File: config.mk
export PLATFORM = sky130hd
export DESIGN_NAME = cfg_addr_xlate
export DESIGN_NICKNAME = d
export VERILOG_FILES = /design/src/rtl/cfg_addr_xlate.sv
export SDC_FILE = /design/constraint.sdc
export NUM_CORES = 1
export LEC_CHECK = 0
export BUFFER_PORTS_ARGS = -buffer_cell sky130_fd_sc_hd__buf_2
export CELL_PAD_IN_SITES_DETAIL_PLACEMENT = 0
export CELL_PAD_IN_SITES_GLOBAL_PLACEMENT = 2
export CORE_MARGIN = 4
export CORE_UTILIZATION = 22
export CTS_CLUSTER_SIZE = 14
export DETAILED_ROUTE_END_ITERATION = 8
export PLACE_DENSITY = 0.76
export SYNTH_ARGS = -nofsm -noshare
export SYNTH_HDL_FRONTEND = slang
export SYNTH_SLANG_ARGS = --single-unit
File: constraint.sdc
create_clock -name clk -period 2.9 [get_ports clk]
set_input_delay 0.145 -clock clk [delete_from_list [all_inputs] [get_ports clk]]
set_output_delay 0.145 -clock clk [all_outputs]
set_load 0.005 [all_outputs]
File: src/rtl/cfg_addr_xlate.sv
module cfg_addr_xlate (
  input  logic        clk,
  input  logic        rst_n,
  input  logic        cfg_wr,
  input  logic [31:0] cfg_wdata,
  input  logic        win_stb,
  input  logic        win_we,
  input  logic [3:0]  win_be,
  output logic        cyc_req,
  output logic [1:0]  cyc_kind,
  output logic        cyc_we,
  output logic [31:0] cyc_addr,
  output logic [3:0]  cyc_be,
  output logic        rsp_vld,
  output logic [31:0] rsp_data
);
  localparam logic [1:0] K_NONE = 2'd0, K_T0 = 2'd1, K_T1 = 2'd2, K_SPC = 2'd3;

  logic       en;
  logic [7:0] bus;
  logic [4:0] dev;
  logic [2:0] fn;
  logic [5:0] rg;

  always_ff @(posedge clk or negedge rst_n)
    if (!rst_n) begin
      en <= 1'b0; bus <= '0; dev <= '0; fn <= '0; rg <= '0;
    end else if (cfg_wr) begin
      en  <= cfg_wdata[31];
      bus <= cfg_wdata[23:16];
      dev <= cfg_wdata[15:11];
      fn  <= cfg_wdata[10:8];
      rg  <= cfg_wdata[7:2];
    end

  wire local_bus = (bus == 8'd0);
  wire special   = (dev == 5'd31);
  wire no_idsel  = local_bus && (dev < 5'd10);

  logic [1:0] kind;
  always_comb
    if (!en || no_idsel) kind = K_NONE;
    else if (special)    kind = K_SPC;
    else if (local_bus)  kind = K_T0;
    else                 kind = K_T1;

  logic [20:0] idsel;
  always_comb begin
    idsel = '0;
    if (dev == 5'd10)                       idsel[20] = 1'b1;
    else if (dev >= 5'd11 && dev <= 5'd30)  idsel = 21'd1 << (dev - 5'd11);
  end

  wire [31:0] t0_word = {idsel, fn, rg, 2'b00};
  wire [31:0] t1_word = {8'h00, bus, dev, fn, rg, 2'b01};

  assign cyc_req  = win_stb && (kind != K_NONE);
  assign cyc_kind = cyc_req ? kind : K_NONE;
  assign cyc_we   = cyc_req && win_we;
  assign cyc_be   = cyc_req ? win_be : 4'h0;
  assign cyc_addr = !cyc_req        ? 32'h0 :
                    (kind == K_T0)  ? t0_word :
                    (kind == K_T1)  ? t1_word : 32'h0;

  assign rsp_vld  = win_stb && !win_we && !cyc_req;
  assign rsp_data = (rsp_vld && en) ? 32'hFFFF_FFFF : 32'h0;

  assert_cfg_hold_R1: assert property (@(posedge clk) disable iff (!rst_n)
    !cfg_wr |=> $stable({en, bus, dev, fn, rg}));

  assert_req_needs_stb_R2: assert property (@(posedge clk) disable iff (!rst_n)
    cyc_req |-> win_stb);

  assert_idle_quiet_R2: assert property (@(posedge clk) disable iff (!rst_n)
    !cyc_req |-> (cyc_kind == K_NONE && !cyc_we && cyc_addr == 32'h0));

  assert_t0_onehot_R4: assert property (@(posedge clk) disable iff (!rst_n)
    (cyc_kind == K_T0) |-> $onehot(cyc_addr[31:11]));

  assert_t0_low_bits_R6: assert property (@(posedge clk) disable iff (!rst_n)
    (cyc_kind == K_T0) |-> (cyc_addr[1:0] == 2'b00));

  assert_t1_shape_R7: assert property (@(posedge clk) disable iff (!rst_n)
    (cyc_kind == K_T1) |-> (cyc_addr[1:0] == 2'b01 && cyc_addr[31:24] == 8'h00));

  assert_be_gated_R9: assert property (@(posedge clk) disable iff (!rst_n)
    !cyc_req |-> (cyc_be == 4'h0));

  assert_off_no_req_R10: assert property (@(posedge clk) disable iff (!rst_n)
    !en |-> !cyc_req);

  assert_rsp_exclusive_R11: assert property (@(posedge clk) disable iff (!rst_n)
    rsp_vld |-> !cyc_req);
endmodule

==> results.yml, run 1 <==
drt:
  route.detailed.wl_per_inst_um: 13.90
  drtAntennaViolNets: 0
  drt-pass1-iter-count: 4
  finalWirelength_um: 4989
  dr_total_vias: 1560
  drt_drc_violations_left: 0
  route.detailed.vias_per_inst: 4.345
  iter_0_drt_violations: 87
critical_path:
  worst_r2r_startpoint: "dev[2]$_DFFE_PN0P_"
  critical_path_peak_fanout: 11
  worst-endpoint-arrival_ps: 2190
  critical_path.startpoint: "bus[4]$_DFFE_PN0P_"
  crit_path_end_kind: "output port"
  critPathLaunchType: "flop"
  reg2reg_depth: 1
  crit_type: "flop to output port"
  worst-endpoint-required_ps: 2760
yosys:
  synth-seq-area-share_pct: 33.17
  top_flip_flop_cell_by_instance_count_after_synthesis: "sky130_fd_sc_hd__dfrtp_1"
  share_of_flip_flops_with_an_asynchronous_set_or_reset_after_synthesis_pct: 100.0
  synth-edff-count: 0
  ys_seq_elements: 23
  synthesis.area_mm2: 0.001735
  synth.yosys.warnings: 0
  syn-num-nets: 232
  syn_inst: 191
  netlist_cell_types: 35
  postSynthAreaPerCell_um2: 9.086
placement:
  place_congestion: 0.7665
  detailedPlacementHpwl_um: 3901
  placement.io_buffers: 103
  placedCellCount: 354
sta:
  final.min_clock_period_ps: 2339
  final.setup_skew_ps: 0
  setup_viol: 0
  slew_headroom_pct: 63.66
  unrepaired_setup_endpoints_after_global_routing: "false"
  timing.setup.tns_ps: 0
  period_share_pct: 80.66
  timing.fmax_mhz: 427.5
  timing.final.hold_violations: 0
  report.final.slew_viol_count: 0
  worstMarginPinSlew_ps: 545.1
grt:
  grt_antenna_before_repair: 0
  grt_max_degree: 33
  grt_first_pass_wirelength_um: 8162
  grt_util_all_layers_pct: 10.38
  number_of_global_route_vias_before_repair: 1567
  gr-total-overflow: 0
min_path:
  holdPathStages: 2
  worstHoldPathType: "input pin to flop"
  holdCritStartpoint: "cfg_wdata[23]"
clocking:
  cts-buffers-inserted: 3
  clk_latency_ps: 260
  clk_root_buffer_cell: "sky130_fd_sc_hd__clkbuf_8"
  tritoncts: "built"
  clock_sinks: 23
  clk_pin_slew_ps: 80
  cts_setup_buffers: 0
  ctsHtreeMaxLevel: 1
  cts_max_path_buffers: 2
power_and_ir_drop:
  pwr_density_cell_mw_per_mm2: 372.2
  cell_leakage_power_nw: 1.146
  sw_frac_of_total_pct: 31.06
  total_switching_power_uw: 250.1
  vdd.ir_drop.worst_mv: 0.2402
  clk_network_pwr_share_pct: 25.2
  combinationalPowerShare_pct: 25.3
  seq_power_share_pct: 49.5
  cellInternalPower_uw: 555.1
cells_and_area:
  layout.cells.most_common: "sky130_fd_sc_hd__buf_2"
  fillerInstances: 862
  final_cell_mix: "103 x sky130_fd_sc_hd__buf_2, 23 x sky130_fd_sc_hd__mux2_2, 23 x sky130_fd_sc_hd__dfrtp_1"
  design.final.nets: 299
  antenna-diode-count: 0
  layout.cells.non_filler: 359
  layout-drive-gt1-share_pct: 53.31
  layout.core_utilization_pct: 28.14
  area.growth.synth_to_final_pct: 24.66
floorplan:
  floorplan.rows: 32
  initial_core_utilization_pct: 22.57
  core-area_mm2: 0.007687
  num_io_pins: 114
  die_height_um: 96.82
  fp.dieArea_mm2: 0.009373
  die_width_um: 96.82
run:
  maxCapViolCount: 0
outcome:
  run_status: "completed"
-- cell usage after synthesis (all sizes together), types with 2 or more instances --
master / instances / share of area [%]
mux2: 23 / 15
o21a: 2 / 0.86
nand2: 14 / 3.0
a21boi: 3 / 1.3
nand2b: 4 / 1.4
dfrtp: 23 / 33
inv: 2 / 0.43
and2: 6 / 2.2
xnor2: 2 / 1.0
o21ai: 2 / 0.58
a21oi: 3 / 0.86
nor2: 7 / 1.5
nand3: 11 / 3.2
or3: 2 / 0.72
buf: 37 / 15
nor3: 5 / 1.4
clkbuf: 8 / 1.7
and4: 2 / 1.0
a211oi: 2 / 0.86
and3: 15 / 5.4
nor4: 7 / 4.3
nand4: 2 / 0.72
-- final cells by class --
type | instances | area, µm² | area share (%)
clock buffer | 3 | 41.29 | 1.909
clock inverter | 1 | 5.005 | 0.2313
inverter | 2 | 7.507 | 0.3470
timing repair buffer | 107 | 548.0 | 25.33
sequential | 23 | 575.6 | 26.61
tap | 102 | 127.6 | 5.899
multi-input combinational | 121 | 858.3 | 39.68
-- final timing paths --
path                       slack [ps]            endpoint
min                               100  bus[7]$_DFFE_PN0P_
min in group asynchronous         390   rg[3]$_DFFE_PN0P_
max                               560        cyc_addr[16]
min reg2reg                       500   rg[1]$_DFFE_PN0P_
max reg2reg                      1850  dev[2]$_DFFE_PN0P_
max in group asynchronous        2160  dev[4]$_DFFE_PN0P_
-- kinds of logic after synthesis --
kind of cell	count (synthesis)	synth area share (%)
buffers and inverters	47	17.38
AO/OA/AOI/OAI	15	5.983
flip-flops	23	33.16
multiplexers	23	14.92
AND/OR/NAND/NOR	79	26.82
XOR/XNOR	3	1.514
other	1	0.2161
-- stage by stage --
step	total power [mW]	setup WS, ps	instance area, µm²	hold WS (ps)
global placement	0.6075	792.9	2107	151.3
detailed placement	0.6106	811.3	2107	160.6
floorplan	0.5358	701.2	1735	-150.6
finish	0.8051	560.9	2163	101.2
CTS	0.8150	503.3	2163	95.13
global route	0.8613	372.9	2163	87.62
-- flip-flops by register name, indices dropped and copies added, names as in the netlist --
register	count
bus	8
en	1
dev	5
fn	3
rg	6
-- per-layer routing --
layer  share of wire (%)  track usage [%]  vias up
met5                   0                0        -
met4                 1.1            2.592        0
met3                  12            3.893        7
met2                  40            14.81       86
met1                  47            14.71      694
li1                    -                -      773
-- power groups by stage --
| stage | clock network, mW | logic [mW] | registers [mW] |
|---|---|---|---|
| after global placement | 0 | 0.203 | 0.405 |
| after floorplan | 0 | 0.158 | 0.378 |
| after global routing | 0.225 | 0.229 | 0.407 |
| after CTS | 0.209 | 0.207 | 0.399 |
| final | 0.203 | 0.203 | 0.399 |
| after detailed placement | 0 | 0.205 | 0.405 |
-- repair_timing --
action                     CTS  global route
resized for setup            0             0
hold buffers                 1             0
setup endpoints to repair    0             0
hold endpoints to repair    23             0
-- worst max-delay path, cell delays in order (launching register included) --
cell and delay [ps]:
sky130_fd_sc_hd__dfrtp_1 420, sky130_fd_sc_hd__nor4_4 330, sky130_fd_sc_hd__nand2_1 290, sky130_fd_sc_hd__or4_4 560, sky130_fd_sc_hd__o31ai_2 180, sky130_fd_sc_hd__buf_2 150
No activity file was read; power rests on OpenSTA's default activity.
==> inputs of run 2 (changes only) <==
CORE_UTILIZATION = 20   (was 22)
PLACE_DENSITY = 0.73   (was 0.76)
clock period = 1.9 ns   (was 2.9 ns; I/O delays follow)
==> run 2 against run 1 <==
Against the previous run: the flow now finishes with violations (negative setup slack); final area grew 23%; non-clock buffer count grew 25; sequential cell count is the same; register-to-register slack lost 960 ps; sequential power grew 47%; combinational power grew 110%; critical path type unchanged.
==> results.yml, run 2 (synthesis gave the netlist of run 1 again) <==
clocking:
  clk_latency_ps: 260
  clk_root_buffer_cell: "sky130_fd_sc_hd__clkbuf_8"
  cts-buffers-inserted: 3
  ctsHtreeMaxLevel: 1
  tritoncts: "built"
  cts_max_path_buffers: 2
  clock_sinks: 23
  clk_pin_slew_ps: 90
placement:
  place_congestion: 0.7975
  detailedPlacementHpwl_um: 4203
  placement.io_buffers: 103
  place_ws_ps: 86.73
  post_dp_cell_area_mm2: 0.002192
critical_path:
  critPathMaxStageDelay_ps: 450
  critical_path_peak_fanout: 3
  worst-endpoint-required_ps: 1800
  critPathLaunchType: "flop"
  crit_chain: "nor4_4 > nand2_1 > or4_4 > o31ai_4 > buf_2"
  crit_path_end_kind: "output port"
  critical-path-slowest-cell: "sky130_fd_sc_hd__or4_4"
  crit_type: "flop to output port"
  r2r_slack_ps: 890
  worst-endpoint-arrival_ps: 1930
drt:
  finalWirelength_um: 5664
  route.detailed.wl_per_inst_um: 14.64
  iter_0_drt_violations: 58
  drt-pass1-iter-count: 4
  dr_total_vias: 1731
  drt_drc_violations_left: 0
  route.detailed.vias_per_inst: 4.473
  drtAntennaViolNets: 0
power_and_ir_drop:
  cell_leakage_power_nw: 1.330
  vdd.ir_drop.worst_mv: 0.3571
  pwr_density_cell_mw_per_mm2: 501.8
sta:
  report.final.slew_viol_count: 0
  slew_headroom_pct: 64.03
  holdWs_ps: 53.46
  timing.final.hold_violations: 0
  final.min_clock_period_ps: 2026
  worstMarginPinSlew_ps: 539.5
  setup_viol: 61
  final.setup_skew_ps: 0
  timing.fmax_mhz: 493.6
  post-route-worst-setup-slack_ps: -125.8
  unrepaired_setup_endpoints_after_global_routing: "true"
  period_share_pct: 106.6
cells_and_area:
  final_cell_mix: "96 x sky130_fd_sc_hd__buf_2, 23 x sky130_fd_sc_hd__mux2_2, 22 x sky130_fd_sc_hd__dfrtp_1"
  area.growth.synth_to_final_pct: 52.78
  largest_register_ffs: 8
  layout.cells.most_common: "sky130_fd_sc_hd__buf_2"
  reg_top3: "bus x8, rg x6, dev x5"
  fillerInstances: 896
  final_non_filler_cell_area_mm2: 0.002651
  antenna-diode-count: 0
  largest_reg_by_ff_count: "bus"
  layout-drive-gt1-share_pct: 67.73
  design.final.nets: 324
grt:
  number_of_global_route_vias_before_repair: 1637
  grt_antenna_before_repair: 0
  grt_first_pass_wirelength_um: 8466
  grt_max_degree: 33
  gr-total-overflow: 0
  grt_util_all_layers_pct: 10.33
run:
  maxCapViolCount: 0
floorplan:
  die_height_um: 101.2
  fp.dieArea_mm2: 0.01023
  floorplan.rows: 33
  die_width_um: 101.2
  num_io_pins: 114
  core-area_mm2: 0.008341
  initial_core_utilization_pct: 20.81
outcome:
  violations: "negative setup slack"
  run_status: "finished with violations"
min_path:
  worstHoldPathType: "input pin to flop"
[run 2: cell types whose count changed in the layout (fill, tap and decap cells not counted), moves of 4 or more]
cell	before	now
sky130_fd_sc_hd__buf_6	0	16
sky130_fd_sc_hd__buf_4	3	15
sky130_fd_sc_hd__buf_2	103	96
sky130_fd_sc_hd__and2_1	6	0
sky130_fd_sc_hd__and3_1	15	9
sky130_fd_sc_hd__and3_4	0	6
sky130_fd_sc_hd__and2_4	0	4
sky130_fd_sc_hd__nor4_1	5	1
[run 2: worst paths after layout]
kind / from / endpoint / cells past startpoint
worst max register to register: dev[0]$_DFFE_PN0P_ / dev[0]$_DFFE_PN0P_ / 2
worst min-delay path: cfg_wdata[8] / fn[0]$_DFFE_PN0P_ / 2
min in group asynchronous: rst_n / rg[5]$_DFFE_PN0P_ / 2
max in group asynchronous: rst_n / dev[3]$_DFFE_PN0P_ / 2
worst min register to register: fn[0]$_DFFE_PN0P_ / fn[0]$_DFFE_PN0P_ / 1
worst max-delay path: bus[6]$_DFFE_PN0P_ / cyc_addr[16] / 5
[run 2: per-layer routing]
metal	part of all wire, %	up-vias	wire length (µm)	track usage, %
li1	-	822	-	-
met1	45	823	2528	14.07
met2	45	80	2549	16.45
met3	9.4	6	530	3.030
met4	0.97	0	55	1.840
met5	0	-	0	0
[run 2: final cells by class]
cell class	instances	area, µm²	share of cell area (%)
clock buffer	4	45.04	1.699
inverter	2	7.507	0.2832
multi-input combinational	121	1022	38.56
sequential	23	576.8	21.76
tap	105	131.4	4.955
timing repair buffer	132	868.3	32.75
[run 2: worst max-delay path: cells and delay by family (launching register included)]
family	cells	cell delay (ps)
flops	1	420
buf+inv	1	140
compound gates	1	190
simple gates	3	920
[run 2: timing repair]
| item | CTS | global route |
|---|---|---|
| gates resized for setup | 15 | 39 |
| gates cloned | 0 | 1 |
| endpoints found under the hold margin | 23 | 0 |
| endpoints found under the setup margin | 67 | 70 |
| hold buffers | 1 | 0 |
| pin swaps | 12 | 11 |
| setup buffers | 7 | 8 |
[run 2: power breakdown]
group / internal, mW / switching, mW
registers: 0.538 / 0.0479
logic: 0.224 / 0.210
clock network: 0.150 / 0.160
total: 0.913 / 0.418
[run 2: stage by stage]
stage                     util, %  setup TNS (ps)  cells  power [mW]
after CTS                   28.79           -6151    378       1.293
after detailed placement    26.28               0    366      0.9602
after global routing        31.79          -13590    387       1.415
after floorplan                 -               0    191      0.8171
final                       31.79           -5085    387       1.330
after global placement      26.28               0    366      0.9564
==> inputs of run 3 (changes only) <==
--- a/config.mk
+++ b/config.mk
@@ -6,4 +6,5 @@
 export NUM_CORES = 1
 export LEC_CHECK = 0
+export ABC_AREA = 1
 export BUFFER_PORTS_ARGS = -buffer_cell sky130_fd_sc_hd__buf_2
 export CELL_PAD_IN_SITES_DETAIL_PLACEMENT = 0
@@ -13,5 +14,5 @@
 export CTS_CLUSTER_SIZE = 14
 export DETAILED_ROUTE_END_ITERATION = 8
-export PLACE_DENSITY = 0.73
+export PLACE_DENSITY = 0.75
 export SYNTH_ARGS = -nofsm -noshare
 export SYNTH_HDL_FRONTEND = slang
==> constraint.sdc (replaced) <==
create_clock -name clk -period 1.9 [get_ports clk]
set_input_delay 0.095 -clock clk [delete_from_list [all_inputs] [get_ports clk]]
set_output_delay 0.095 -clock clk [all_outputs]
set_load 0.02 [all_outputs]
==> run 3 against run 2 <==
Against the previous run: critical path depth grew 4; clock-buffer cell count down 1; sequential cell count did not move; clock skew unchanged; core utilization down 2.6 points; synthesized cell count up 41%; non-clock buffer count decreased by 11; hold slack worse by 29 ps; via count is 7.0% higher; worst setup slack better by 140 ps; power up 6.7%; global-route usage is 0.29 points lower; largest power group unchanged; the run now ends clean.
==> results.yml, run 3 <==
outcome:
  run_status: "completed"
clocking:
  clk_pin_slew_ps: 100
  cts_max_path_buffers: 2
  clk_latency_ps: 260
  cts-buffers-inserted: 3
  clock_sinks: 23
  tritoncts: "built"
  clk_root_buffer_cell: "sky130_fd_sc_hd__clkbuf_8"
  ctsHtreeMaxLevel: 1
floorplan:
  initial_core_utilization_pct: 20.57
  die_height_um: 105.7
  die_width_um: 105.7
  fp.dieArea_mm2: 0.01117
  core-area_mm2: 0.009284
  num_io_pins: 114
  floorplan.rows: 35
drt:
  route.detailed.wl_per_inst_um: 12.07
  iter_0_drt_violations: 63
  drt_drc_violations_left: 0
  route.detailed.vias_per_inst: 3.821
  drtAntennaViolNets: 0
  finalWirelength_um: 5853
  drt-pass1-iter-count: 4
  dr_total_vias: 1853
sta:
  period_share_pct: 99.30
  timing.fmax_mhz: 530.0
  slew_headroom_pct: 64.77
  final.min_clock_period_ps: 1887
  worstMarginPinSlew_ps: 528.5
  timing.setup.tns_ps: 0
  timing.final.hold_violations: 0
  final.setup_skew_ps: 0
  unrepaired_setup_endpoints_after_global_routing: "true"
  post-route-worst-setup-slack_ps: 13.26
  setup_viol: 0
  report.final.slew_viol_count: 0
power_and_ir_drop:
  sw_frac_of_total_pct: 37.37
  clk_network_pwr_share_pct: 22.1
  cell_leakage_power_nw: 1.406
  pwr_density_cell_mw_per_mm2: 524.5
  cellInternalPower_uw: 889.0
  vdd.ir_drop.worst_mv: 0.2149
  total_chip_power_mw: 1.419
  total_switching_power_uw: 530.5
  combinationalPowerShare_pct: 37.9
  seq_power_share_pct: 40.0
yosys:
  netlist_cell_types: 29
  synth.most_common_cell: "sky130_fd_sc_hd__nand2_1"
  syn_inst: 270
  synth_largest_area_cell: "sky130_fd_sc_hd__dfrtp_1"
  synth_largest_type_area_fraction_pct: 30.14
  ys_top_cells_by_area: "sky130_fd_sc_hd__dfrtp_1 30%, sky130_fd_sc_hd__nand2_1 15%, sky130_fd_sc_hd__buf_4 13%"
  share_of_flip_flops_with_an_asynchronous_set_or_reset_after_synthesis_pct: 100.0
  synth-seq-area-share_pct: 30.14
  top_flip_flop_cell_by_instance_count_after_synthesis: "sky130_fd_sc_hd__dfrtp_1"
  synth.yosys.warnings: 0
  synthesis.area_mm2: 0.001909
  syn-num-nets: 311
  postSynthAreaPerCell_um2: 7.072
  ys_seq_elements: 23
  synth-edff-count: 0
  yosys-top-cells-count: "74 x sky130_fd_sc_hd__nand2_1, 34 x sky130_fd_sc_hd__nor2_1, 32 x sky130_fd_sc_hd__buf_4"
cells_and_area:
  antenna-diode-count: 0
  layout-drive-gt1-share_pct: 46.35
  fillerInstances: 1069
  design.final.nets: 398
  layout.cells.most_common: "sky130_fd_sc_hd__nand2_1"
  reg_top3: "bus x8, rg x6, dev x5"
  final_cell_mix: "71 x sky130_fd_sc_hd__nand2_1, 62 x sky130_fd_sc_hd__buf_2, 40 x sky130_fd_sc_hd__buf_4"
  final_non_filler_cell_area_mm2: 0.002706
  largest_reg_by_ff_count: "bus"
  largest_register_ffs: 8
  area.growth.synth_to_final_pct: 41.74
critical_path:
  worst_r2r_startpoint: "dev[3]$_DFFE_PN0P_"
  family_with_the_most_delay_on_the_worst_path: "simple AND/OR/NAND/NOR gates"
  critical_path_peak_fanout: 8
  crit_path_end_kind: "output port"
  critical-path-slowest-cell: "sky130_fd_sc_hd__dfrtp_1"
  critPathLaunchType: "flop"
  worstPathBufferInverterCount: 3
  crit_type: "flop to output port"
  worst-endpoint-arrival_ps: 1790
  worst-endpoint-required_ps: 1800
  crit_chain: "nor2_1 > nand2_1 > nor2_4 > nand2_2 > nand3_4 > nand4_1 > buf_6 > clkinvlp_4 > buf_4"
  critPathMaxStageDelay_ps: 410
  critical_path.startpoint: "bus[4]$_DFFE_PN0P_"
placement:
  detailedPlacementHpwl_um: 4569
  post_dp_cell_area_mm2: 0.002340
  placement.io_buffers: 103
  place_congestion: 0.7885
  place_ws_ps: 132.5
grt:
  gr-total-overflow: 0
  number_of_global_route_vias_before_repair: 1817
  grt_antenna_before_repair: 0
  grt_util_all_layers_pct: 10.04
  grt_max_degree: 27
  grt_first_pass_wirelength_um: 9294
run:
  maxCapViolCount: 0
min_path:
  holdCritStartpoint: "cfg_wdata[4]"
  worstHoldPathType: "input pin to flop"
[run 3: cell types whose count changed after synthesis, moves of 6 or more]
cell                      change
sky130_fd_sc_hd__and2_1       -6
sky130_fd_sc_hd__and3_1      -15
sky130_fd_sc_hd__inv_1       +29
sky130_fd_sc_hd__mux2_2      -17
sky130_fd_sc_hd__nand2_1     +60
sky130_fd_sc_hd__nand3_1     -11
sky130_fd_sc_hd__nor2_1      +27
sky130_fd_sc_hd__nor3_1       +8
sky130_fd_sc_hd__o21ai_0     +16
[run 3: per-stage QoR]
| step | hold slack, ps | util [%] | instances |
|---|---|---|---|
| finish | 24.91 | 29.15 | 485 |
| global route | 19.81 | 29.15 | 485 |
| CTS | 20.43 | 27.41 | 484 |
| detailed placement | 111.3 | 25.20 | 470 |
| global placement | 105.9 | 25.20 | 470 |
| floorplan | -200.6 | - | 270 |
[run 3: path summary, 6_finish.rpt]
check                      depth (start not counted)  slack (ps)                 end
max                                                9          10        rsp_data[26]
min                                                3          20   rg[2]$_DFFE_PN0P_
max reg2reg                                        3         900  dev[3]$_DFFE_PN0P_
min reg2reg                                        2         530   rg[3]$_DFFE_PN0P_
max in group asynchronous                          2        1170  dev[1]$_DFFE_PN0P_
min in group asynchronous                          2         330   rg[3]$_DFFE_PN0P_
[run 3: cell type report]
cell class	instances	area [µm²]	share of cell area [%]
Timing Repair inverter	3	22.52	0.8322
Inverter	34	142.6	5.270
Clock inverter	1	5.005	0.1849
Tap cell	129	161.4	5.964
Multi-Input combinational cell	171	924.6	34.17
Sequential cell	23	576.8	21.31
Clock buffer	3	41.29	1.526
Timing Repair Buffer	121	832.0	30.74
[run 3: cells by family (layout without fill, tap and decap cells)]
| kind of cell | Yosys count | count (layout) | synth area share, % |
|---|---|---|---|
| xor+xnor | 2 | 2 | 1.311 |
| other cells | 1 | 1 | 0.1964 |
| simple gates | 143 | 143 | 35.71 |
| flops | 23 | 23 | 30.14 |
| buf+inv | 76 | 162 | 24.11 |
| compound gates | 19 | 19 | 4.980 |
| mux | 6 | 6 | 3.538 |
[run 3: power groups by stage]
stage	logic, mW	clock network [mW]	registers, mW
floorplan	0.360	0	0.568
global route	0.592	0.344	0.575
detailed placement	0.477	0	0.580
CTS	0.513	0.327	0.569
finish	0.538	0.313	0.568
global placement	0.475	0	0.579
[run 3: layer usage]
| layer | vias to the layer above | wire, µm | global-route usage (%) |
|---|---|---|---|
| li1 | 971 | - | - |
| met1 | 846 | 2619 | 13.47 |
| met2 | 34 | 3046 | 17.76 |
| met3 | 2 | 167 | 1.041 |
| met4 | 0 | 19 | 1.388 |
| met5 | - | 0 | 0 |
[run 3: worst min-delay path, cell delays in order]
cell and delay [ps]:
sky130_fd_sc_hd__buf_2 70, sky130_fd_sc_hd__nand2_1 40, sky130_fd_sc_hd__o21ai_0 60
[run 3: what timing repair did]
item / CTS / global route
setup buffers: 6 / 1
pin swaps: 2 / 2
hold buffers: 1 / 0
cloned: 3 / 0
endpoints found under the hold margin: 23 / 0
endpoints found under the setup margin: 54 / 57
resized for setup: 30 / 48
